<file path="src/rtl/mvp_pkg.sv">
package mvp_pkg;
    typedef enum logic [1:0] {
        SRC_LEFT  = 2'b00,
        SRC_RIGHT = 2'b01,
        SRC_AVG   = 2'b10,
        SRC_AVG_B = 2'b11
    } src_e;

    localparam int GAIN_TOP     = 48;   // +24 dB in half-dB steps
    localparam int GAIN_FLOOR   = -127; // -63.5 dB
    localparam int STEPS_OCT    = 12;   // half-dB steps per ~6 dB
    localparam int MANT_W       = 16;
    localparam int MANT_FRAC    = 15;
    localparam int BOOST_OCT    = 4;    // +24 dB ~ 2^4
    localparam int BASE_SHIFT   = MANT_FRAC - BOOST_OCT;
    localparam int SHIFT_W      = 5;
endpackage

</file>
<file path="src/rtl/mvp_downmix.sv">
module mvp_downmix
    import mvp_pkg::*;
#(
    parameter int SMP_W = 24
) (
    input  logic signed [SMP_W-1:0] left_i,
    input  logic signed [SMP_W-1:0] right_i,
    input  logic [1:0]              sel_i,
    output logic signed [SMP_W-1:0] mono_o
);
    logic signed [SMP_W:0] sum;

    always_comb begin
        sum = {left_i[SMP_W-1], left_i} + {right_i[SMP_W-1], right_i};
        case (src_e'(sel_i))
            SRC_LEFT:  mono_o = left_i;
            SRC_RIGHT: mono_o = right_i;
            default:   mono_o = sum[SMP_W:1]; // arithmetic floor of the half
        endcase
    end
endmodule

</file>
<file path="src/rtl/mvp_gain_lut.sv">
module mvp_gain_lut
    import mvp_pkg::*;
(
    input  logic signed [7:0]   code_i,
    output logic [MANT_W-1:0]   mant_o,
    output logic [SHIFT_W-1:0]  shift_o
);
    logic [7:0] atten;
    logic [3:0] octave;
    logic [3:0] step;

    always_comb begin
        if (code_i > 8'(GAIN_TOP))
            atten = 8'd0;
        else if (code_i < 8'(GAIN_FLOOR))
            atten = 8'(GAIN_TOP - GAIN_FLOOR);
        else
            atten = 8'(GAIN_TOP) - 8'(code_i);
        octave  = 4'(atten / 8'(STEPS_OCT));
        step    = 4'(atten % 8'(STEPS_OCT));
        shift_o = SHIFT_W'(BASE_SHIFT) + SHIFT_W'(octave);
        case (step)
            4'd0:    mant_o = 16'd32768;
            4'd1:    mant_o = 16'd30935;
            4'd2:    mant_o = 16'd29205;
            4'd3:    mant_o = 16'd27571;
            4'd4:    mant_o = 16'd26029;
            4'd5:    mant_o = 16'd24573;
            4'd6:    mant_o = 16'd23198;
            4'd7:    mant_o = 16'd21900;
            4'd8:    mant_o = 16'd20675;
            4'd9:    mant_o = 16'd19519;
            4'd10:   mant_o = 16'd18427;
            default: mant_o = 16'd17396;
        endcase
    end
endmodule

</file>
<file path="src/rtl/mvp_scale_sat.sv">
module mvp_scale_sat
    import mvp_pkg::*;
#(
    parameter int SMP_W = 24
) (
    input  logic signed [SMP_W-1:0] x_i,
    input  logic [MANT_W-1:0]       mant_i,
    input  logic [SHIFT_W-1:0]      shift_i,
    output logic signed [SMP_W-1:0] y_o
);
    localparam int PW = SMP_W + MANT_W + 1;
    localparam logic signed [PW-1:0] POS_LIM = PW'((64'sd1 <<< (SMP_W-1)) - 1);
    localparam logic signed [PW-1:0] NEG_LIM = -PW'(64'sd1 <<< (SMP_W-1));

    logic signed [PW-1:0] xe, me, prod, scaled;

    always_comb begin
        xe     = {{(MANT_W+1){x_i[SMP_W-1]}}, x_i};
        me     = {{(SMP_W+1){1'b0}}, mant_i};
        prod   = xe * me;
        scaled = prod >>> shift_i;
        if (scaled > POS_LIM)
            y_o = POS_LIM[SMP_W-1:0];
        else if (scaled < NEG_LIM)
            y_o = NEG_LIM[SMP_W-1:0];
        else
            y_o = scaled[SMP_W-1:0];
    end
endmodule

</file>
<file path="src/rtl/mono_vol_path.sv">
module mono_vol_path
    import mvp_pkg::*;
#(
    parameter int SMP_W = 24,
    parameter int CNT_W = 16
) (
    input  logic             clk,
    input  logic             rst_n,
    input  logic             in_valid,
    input  logic [SMP_W-1:0] in_left,
    input  logic [SMP_W-1:0] in_right,
    input  logic [1:0]       src_sel,
    input  logic [7:0]       gain_code,
    input  logic             mute,
    input  logic [CNT_W-1:0] silence_limit,
    output logic             out_valid,
    output logic [SMP_W-1:0] out_sample,
    output logic             auto_muted
);
    typedef struct packed {
        logic                    s1_vld;
        logic signed [SMP_W-1:0] s1_mono;
        logic [MANT_W-1:0]       s1_mant;
        logic [SHIFT_W-1:0]      s1_shift;
        logic                    s1_mute;
        logic                    s1_amute;
        logic [CNT_W-1:0]        zcnt;
        logic                    o_vld;
        logic [SMP_W-1:0]        o_smp;
        logic                    o_amute;
    } state_t;

    state_t st_d, st_q;

    logic signed [SMP_W-1:0] mono;
    logic [MANT_W-1:0]       mant;
    logic [SHIFT_W-1:0]      shift;
    logic signed [SMP_W-1:0] scaled;
    logic [CNT_W-1:0]        zinc;

    mvp_downmix #(.SMP_W(SMP_W)) u_mix (
        .left_i (in_left),
        .right_i(in_right),
        .sel_i  (src_sel),
        .mono_o (mono)
    );

    mvp_gain_lut u_lut (
        .code_i (gain_code),
        .mant_o (mant),
        .shift_o(shift)
    );

    mvp_scale_sat #(.SMP_W(SMP_W)) u_scale (
        .x_i    (st_q.s1_mono),
        .mant_i (st_q.s1_mant),
        .shift_i(st_q.s1_shift),
        .y_o    (scaled)
    );

    always_comb begin
        st_d        = st_q;
        st_d.s1_vld = in_valid;
        st_d.o_vld  = st_q.s1_vld;
        zinc        = (st_q.zcnt == {CNT_W{1'b1}}) ? st_q.zcnt : st_q.zcnt + 1'b1;

        // capture stage: everything a frame needs is latched together
        if (in_valid) begin
            st_d.s1_mono  = mono;
            st_d.s1_mant  = mant;
            st_d.s1_shift = shift;
            st_d.s1_mute  = mute;
            if (mono == '0) begin
                st_d.zcnt     = zinc;
                st_d.s1_amute = (silence_limit != '0) && (zinc >= silence_limit);
            end else begin
                st_d.zcnt     = '0;
                st_d.s1_amute = 1'b0;
            end
        end

        // output stage
        if (st_q.s1_vld) begin
            st_d.o_smp   = (st_q.s1_mute || st_q.s1_amute) ? '0 : scaled;
            st_d.o_amute = st_q.s1_amute;
        end
    end

    always_ff @(posedge clk) begin
        if (!rst_n) st_q <= '0;
        else        st_q <= st_d;
    end

    assign out_valid  = st_q.o_vld;
    assign out_sample = st_q.o_smp;
    assign auto_muted = st_q.o_amute;
endmodule

</file>
<file path="config.mk">
export PLATFORM = sky130hd
export DESIGN_NAME = mono_vol_path
export DESIGN_NICKNAME = d
export VERILOG_FILES = /design/src/rtl/mvp_pkg.sv /design/src/rtl/mvp_downmix.sv /design/src/rtl/mvp_gain_lut.sv /design/src/rtl/mvp_scale_sat.sv /design/src/rtl/mono_vol_path.sv
export SDC_FILE = /design/constraint.sdc
export NUM_CORES = 1
export LEC_CHECK = 0
export BUFFER_PORTS_ARGS = -buffer_cell sky130_fd_sc_hd__buf_4
export CORE_MARGIN = 10
export CORE_UTILIZATION = 34
export DETAILED_ROUTE_END_ITERATION = 12
export GPL_TIMING_DRIVEN = 0
export SLEW_MARGIN = 15
export SYNTH_ARGS = -nofsm -noshare
export SYNTH_HDL_FRONTEND = slang
export SYNTH_HIERARCHICAL = 1
export SYNTH_SLANG_ARGS = --single-unit
</file>
<file path="constraint.sdc">
create_clock -name clk -period 10.2 [get_ports clk]
set_input_delay 0 -clock clk [delete_from_list [all_inputs] [get_ports clk]]
set_output_delay 0 -clock clk [all_outputs]
set_load 0.005 [all_outputs]
</file>
* After elaboration in Yosys (flattened, before gate mapping)
Memory sizes are Yosys's and may differ from the RTL's. A register that Yosys moved wholly into a read port is not among the register bits. Index checks and enable logic that the tools add are counted.
Storage, ports and cells: register bits 74, bits in latches 0, RAM bits 0, bits in read-only memories 256, input port bits 78, output and inout port bits 26, word-level logic and storage cells 39, memories 1
Cells by class: $add $sub $neg 4, $mul 1, divide/modulo/power cells 2, order comparisons 5, equal/unequal tests 2, shift operators 1, multiplexer cells 8, bitwise logic cells 0, reduce and logical (&&, ||, !) cells 6
Memory list:
- (no name shown) | words 16, width 16, read ports 1, clocked after memory_dff 1, write ports 0, RTL line mvp_gain_lut.sv:22 | case (step)
Operators with widths (count):
- $mux 24 | 3
- $pmux 24 s2 | 1
- $gt 41x24->1 const B | 1
- $lt 41x24->1 const B | 1
- $mul 24x17->41 | 1
- $sshr 41x5->41 | 1
- $add 24x24->25 | 1
- $logic_not 24->1 | 1
- $mux 17 | 1
- $add 16x1->16 const B | 1
- $eq 16x16->1 const B | 1
- $ge 16x16->1 | 1
- $mux 16 | 1
- $mux 8 | 2
- $reduce_bool 16->1 | 1
- $div 8x4->8 const B | 1
- $gt 8x7->1 const B | 1
- $lt 8x8->1 const B | 1
- $mod 8x4->8 const B | 1
- $sub 7x8->8 const A | 1
- $add 4x4->5 const A | 1
- $eq 2x1->1 const B | 1
- $logic_not 2->1 | 1
- $logic_and 1x1->1 | 1
- 2 further kinds | 2

* Longest topological paths before layout
depth after elaboration 6, gate-level depth with buffers 32, gate-level depth less buffers 29

* Modules after synthesis
Netlist, hierarchy kept.
Modules (own cells, without submodules):
- mvp_scale_sat | times used 1, cells each 2133, area each 17740.8 um^2, sequential area each 0.0 um^2
- mono_vol_path | times used 1, cells each 511, area each 4496.8 um^2, sequential area each 1801.7 um^2
- mvp_downmix | times used 1, cells each 260, area each 1800.5 um^2, sequential area each 0.0 um^2
- mvp_gain_lut | times used 1, cells each 194, area each 1427.6 um^2, sequential area each 0.0 um^2

* Worst setup path after synthesis
No wires, ideal clock.
path type reg-to-reg, from register st_q[88] (netlist name), to register st_q (netlist bit out_sample[22]), setup time 0.128 ns, arrival 7.670 ns, slack 2.402 ns, stages on the path, launching flop included 29, buffers on the path 3, period minus slack after synthesis 7.798 ns, cells stage by stage dfxtp_1 > clkbuf_1 > nand2_1 > fa_1 > inv_1 > fa_1 > inv_1 > fa_1 > fa_1 > fa_1 > inv_1 > fa_1 > ha_1 > a21oi_1 > o21ai_1 > a221oi_2 > o21ai_2 > a31o_2 > a211o_1 > buf_6 > mux4_2 > a21oi_2 > o2111ai_1 > nor4_2 > a311o_2 > buf_8 > o21ai_2 > a21oi_1 > nor2_1
Between the ends: word-level cells in the longest chain between the ends 6, elaborated cells between the ends (all ways) 7, classes of those cells mul (1); order compare (2); shift (1); mux (3)
Ends and longest elaborated chain:
- start: declaration | RTL line mono_vol_path.sv:33 | state_t st_d, st_q;
- start signal: assignment | RTL line mono_vol_path.sv:91 | else st_q <= st_d;
- $mul 24x17->41 (*) | RTL line mvp_scale_sat.sv:20 | prod = xe * me;
- $sshr 41x5->41 (*) | RTL line mvp_scale_sat.sv:21 | scaled = prod >>> shift_i;
- $lt 41x24->1 | RTL line mvp_scale_sat.sv:24 | else if (scaled < NEG_LIM)
- $mux 24 | RTL line mvp_scale_sat.sv:24
- $mux 24 (*) | RTL line mvp_scale_sat.sv:22 | if (scaled > POS_LIM)
- via scaled[22] | RTL line mono_vol_path.sv:38 | logic signed [SMP_W-1:0] scaled;
- $mux 24 (*) | RTL line mono_vol_path.sv:84 | st_d.o_smp = (st_q.s1_mute || st_q.s1_amute) ? '0 : scaled;
Mark *: on every way through the listed nets, which the timed path passes. The rest lies on a longest branch. A chain may end at the register's enable or synchronous reset.

* Worst setup path after layout
from register st_q[54] (netlist name), to register st_q (netlist bit out_sample[1])
Between the ends: word-level cells in the longest chain between the ends 6, elaborated cells between the ends (all ways) 7, classes of those cells mul (1); order compare (2); shift (1); mux (3)
Ends and longest elaborated chain (RTL line):
- $mul 24x17->41 (*) | mvp_scale_sat.sv:20
- $sshr 41x5->41 (*) | mvp_scale_sat.sv:21
- $lt 41x24->1 | mvp_scale_sat.sv:24
- $mux 24 | mvp_scale_sat.sv:24
- $mux 24 (*) | mvp_scale_sat.sv:22
- via scaled[1] | mono_vol_path.sv:38
- $mux 24 (*) | mono_vol_path.sv:84
Marked as above.

==> reports/qor_table.md <==
| Group | Parameter | This run |
| --- | --- | --- |
| status | Run status | complete, no violations |
| route | DRC violation total after the first TritonRoute iteration | 1716 |
| setup path | Most used cell along the critical path | sky130_fd_sc_hd__fa_1 |
| synthesis | Xor-xnor portion of the synthesized cell area | 2.21% |
| setup path | Cell type of the slowest stage on the worst timing path | sky130_fd_sc_hd__fa_1 |
| synthesis | Count of different cell masters after synthesis | 125 |
| synthesis | Portion of synthesized cell area occupied by the leading cell type | 29.7% |
| power | Worst-case vdd ir drop | 0.0000960 V |
| power | PwrDens | 133 nW/um^2 |
| synthesis | Leading area contributor after synthesis | sky130_fd_sc_hd__fa_1 |
| grt | Wire length of the first global-routing pass | 128000 microns |
| layout | Fill cell total of the finished layout | 7907 |
| synthesis | Total standard cell area after synthesis | 25500 sq um |
| floorplanning | Floorplan core area | 74300 sq um |
| clocking | Clk buf depth | 2 |
| timing | Post-layout minimum cycle time | 9.37 ns |
| clocking | Number of clock sinks seen by CTS | 90 |
| synthesis | Cell types with the largest area share after synthesis | sky130_fd_sc_hd__fa_1 30%, sky130_fd_sc_hd__ha_1 7.4%, sky130_fd_sc_hd__dfxtp_1 7.1% |
| setup path | Required time worst endpoint | 10.51 ns |
| floorplanning | Total Die Area | 86200 sq um |
| route | Avg Vias per Cell | 5.37 |
| clocking | Clock tree root driver cell | sky130_fd_sc_hd__clkbuf_16 |
| clocking | Clock buffers created by TritonCTS | 9 |
| route | Via total after detailed routing | 22500 |
| grt | Final global-route overflow total | 0 |
| timing | Share of the clock period used by the worst path after layout | 91.8% |
| layout | Commonest non-fill, non-tap cells in the layout | 447 x sky130_fd_sc_hd__inv_1, 378 x sky130_fd_sc_hd__fa_1, 370 x sky130_fd_sc_hd__nand2_1, 205 x sky130_fd_sc_hd__and2_1, 176 x sky130_fd_sc_hd__nor2_1 |
| setup path | Worst reg2reg endpoint | out_sample[1]$_SDFFE_PN0P_ |
| route | Total Wirelength | 79600 microns |
| setup path | Top delay family on crit path | adder cells |
| timing | Worst-Margin Slew | 0.921 ns |
| synthesis | Gate count of the mapped netlist | 3098 |
| route | Number of design rule violations left after detail routing | 0 |
| floorplanning | Number of top-level pins | 104 |
| floorplanning | DIE WIDTH | 294 microns |
| synthesis | Flip-flop cell with the highest count after synthesis | sky130_fd_sc_hd__dfxtp_1 |
| clocking | CTS tree | yes |
| grt | Pin count of the biggest net entering global routing | 18 |
| route | Final antenna-violating net count | 0 |
| timing | Achievable frequency | 107 MHz |
| floorplanning | Site row count | 100 |
| synthesis | Mean post-synth cell area | 8.22 sq um |
| setup path | Critical path buffers and inverters | 5 |
| timing | PnR worst setup slack | 0.832 ns |
| synthesis | Proportion of synthesized chip area in sequential cells | 7.08% |
| timing | Number of hold-slack violations in the final timing report | 0 |
| power | Leakage | 12.1 nW |
| placement | Setup slack at placement | 0.905 ns |
| synthesis | Adder-cell share of the synthesized area | 37.1% |
| synthesis | Simple-Gate Fraction of Synth Area | 20.4% |
| setup path | Type of destination of the critical path | flip-flop |
| min path | Capture endpoint of the worst hold path | st_d[25]$_SDFF_PN0_ |
| synthesis | Yosys warning total | 6 |
| layout | Final Net Count | 3819 |
| placement | IO Port Bufs | 102 |
| synthesis | Async set-reset flop share out of synthesis | 0% |
| synthesis | Main combinational cell family by area after synthesis | adder cells |
| setup path | Worst EP arrival | 9.67 ns |
| timing | # setup viols final | 0 |
| floorplanning | Chip height | 294 microns |
| min path | Min-Delay Path Depth | 3 |
| clocking | CTS clk-pin slew, worst paths | 0.07 ns |
| floorplanning | Initial Utilization | 34.3% |
| min path | Tightest Hold Check Type | input pin to flip-flop |
| synthesis | Syn Nets | 3704 |
| route | Drt pass-1 iters | 7 |
| timing | Sum of negative setup slack | 0 ns |
| synthesis | Number of synthesized flops with an enable pin | 0 |
| grt | Global Route Usage Sum | 18.6% |
| grt | Number of global-route vias before repair | 23100 |
| min path | Hold_sp | in_valid |
| clocking | Later-pin clock latency in the skew report | 0.37 ns |
| placement | Detailed placer's ending HPWL | 66700 microns |
| timing | Max Slew Vio Count | 0 |
| synthesis | Mux share of post-synthesis cell area | 5.59% |
| layout | Fraction of final layout cells with drive strength greater than 1 | 10.6% |
| setup path | Kind of start point of the critical path | flip-flop |
| route | WL per Instance | 19.0 microns |
| timing | RSZ-0062 raised after global routing | false |
| setup path | Worst setup slack for register-to-register paths | 0.83 ns |
| flow run | Max_cap viols | 0 |
| synthesis | Synth Area in Compound Gates | 17.0% |
| setup path | Highest fanout seen on the critical path | 10 |
| layout | Layout Area Growth over Synthesis | 9.00% |
| timing | Headroom to the max-slew limit | 38.1% |
| setup path | Reg2Reg Depth | 28 |
| grt | Number of antenna violations at the first check in global routing | 3 |
| synthesis | Flop and latch count out of synthesis | 90 |
| setup path | Reg2Reg Launch Point | st_q[54]$_SDFFE_PN0P_ |
| placement | Placer congestion estimate | 0.918 |
| setup path | Kind of critical path | flip-flop to flip-flop |
| layout | Most frequent standard cell in the layout excluding fill and tap cells | sky130_fd_sc_hd__inv_1 |
| clocking | H-tree depth | 3 |
| setup path | Critical Path Max Stage Delay | 0.89 ns |
| layout | Multi-input gate area in the final layout | 21000 sq um |
| layout | FF/Latch Area | 1800 sq um |
| timing | Clk_skew | 0.0155 ns |
## cell families after synthesis
kind of cell,after synthesis
compound gates,619
buf+inv,640
xor+xnor,59
simple gates,1031
flops,90
fa+ha+maj,528
mux,131
## through the flow
step	std cells	area [sq um]	power [mW]	hold WS, ns	utilization, %
after floorplan	3098	25500	2.51	0.127	-
after global placement	4169	27400	3.30	0.242	36.9
after detailed placement	4169	27400	3.31	0.256	36.9
after CTS	4187	27800	3.66	0.00123	37.3
after global routing	4187	27800	4.02	0.0148	37.3
final	4188	27800	3.69	0.0214	37.3
## metal layers
| layer | GRT usage, % | vias to the layer above | part of all wire [%] |
|---|---|---|---|
| met5 | 0 | - | 0.016 |
| met2 | 30.8 | 735 | 46 |
| li1 | - | 10500 | - |
| met3 | 4.00 | 118 | 7.7 |
| met4 | 6.35 | 2 | 3.3 |
| met1 | 23.6 | 11100 | 43 |
## worst reg2reg max path: cells and delay by family, from the launching register on
family	cells	cell delay, ns
AND/OR/NAND/NOR	9	1.70
adder cells (fa/ha/maj)	7	3.84
XOR/XNOR	1	0.41
flip-flops	1	0.67
AO/OA/AOI/OAI	6	1.52
buffers and inverters	5	1.17
## worst max path at each step
stage | startpoint | to | slack (ns) | depth (start not counted)
2_1_floorplan | st_q[88]$_SDFFE_PN0P_ | out_sample[22]$_SDFFE_PN0P_ | 2.40 | 28
3_3_place_gp | st_q[54]$_SDFFE_PN0P_ | out_sample[1]$_SDFFE_PN0P_ | 0.93 | 28
3_5_place_dp | st_q[54]$_SDFFE_PN0P_ | out_sample[1]$_SDFFE_PN0P_ | 0.91 | 28
4_1_cts | st_q[54]$_SDFFE_PN0P_ | out_sample[1]$_SDFFE_PN0P_ | 0.86 | 28
5_1_grt | st_q[54]$_SDFFE_PN0P_ | out_sample[11]$_SDFFE_PN0P_ | 0.07 | 29
6_report | st_q[54]$_SDFFE_PN0P_ | out_sample[1]$_SDFFE_PN0P_ | 0.83 | 28
## sequential cells by signal, summed over array words and instances (netlist names)
register,cells
out_sample,24
out_valid,1
st_q,63
st_d,1
auto_muted,1
## timing repair
action | in CTS | in global routing
endpoints found under the hold margin | 4 | 0
hold buffers | 2 | 0
buffers inserted | 0 | 0
resized for setup | 0 | 0
## power breakdown
group	internal, mW	switching, mW
Clock	0.170	0.160
Sequential	0.387	0.0701
Combinational	1.09	1.81
Total	1.65	2.04
## cells in the mapped netlist, types with 14 or more instances
cell                         n
sky130_fd_sc_hd__nor3_1     41
sky130_fd_sc_hd__o31ai_1    15
sky130_fd_sc_hd__a211oi_1   27
sky130_fd_sc_hd__inv_1     447
sky130_fd_sc_hd__mux2_2     26
sky130_fd_sc_hd__o21ai_0   101
sky130_fd_sc_hd__a21oi_1   154
sky130_fd_sc_hd__o211ai_1   36
sky130_fd_sc_hd__and3_1     18
sky130_fd_sc_hd__nor4_1     23
sky130_fd_sc_hd__buf_4      31
sky130_fd_sc_hd__nor2_1    176
sky130_fd_sc_hd__ha_1      150
sky130_fd_sc_hd__xor2_1     20
sky130_fd_sc_hd__fa_1      378
sky130_fd_sc_hd__nand2b_1   14
sky130_fd_sc_hd__nand4_1    19
sky130_fd_sc_hd__o21a_1     22
sky130_fd_sc_hd__nor2b_1    39
sky130_fd_sc_hd__a31oi_1    30
sky130_fd_sc_hd__and2_1    205
sky130_fd_sc_hd__nand3_1    43
sky130_fd_sc_hd__o21ai_2    25
sky130_fd_sc_hd__a21o_1     31
sky130_fd_sc_hd__xnor2_1    33
sky130_fd_sc_hd__buf_2      28
sky130_fd_sc_hd__mux2i_1    98
sky130_fd_sc_hd__nand2_1   370
sky130_fd_sc_hd__dfxtp_1    90
sky130_fd_sc_hd__clkbuf_1  107
## cell type report
| class | instances | area share, % |
|---|---|---|
| clock inverter | 7 | 0.234 |
| antenna | 1 | 0.00902 |
| multi-input combinational | 2368 | 75.5 |
| inverter | 451 | 6.10 |
| tap | 969 | 4.37 |
| timing repair buffer | 104 | 2.83 |
| buffer | 189 | 3.61 |
| clock buffer | 9 | 0.811 |
| sequential | 90 | 6.49 |
No activity file was read; power rests on OpenSTA's default activity.
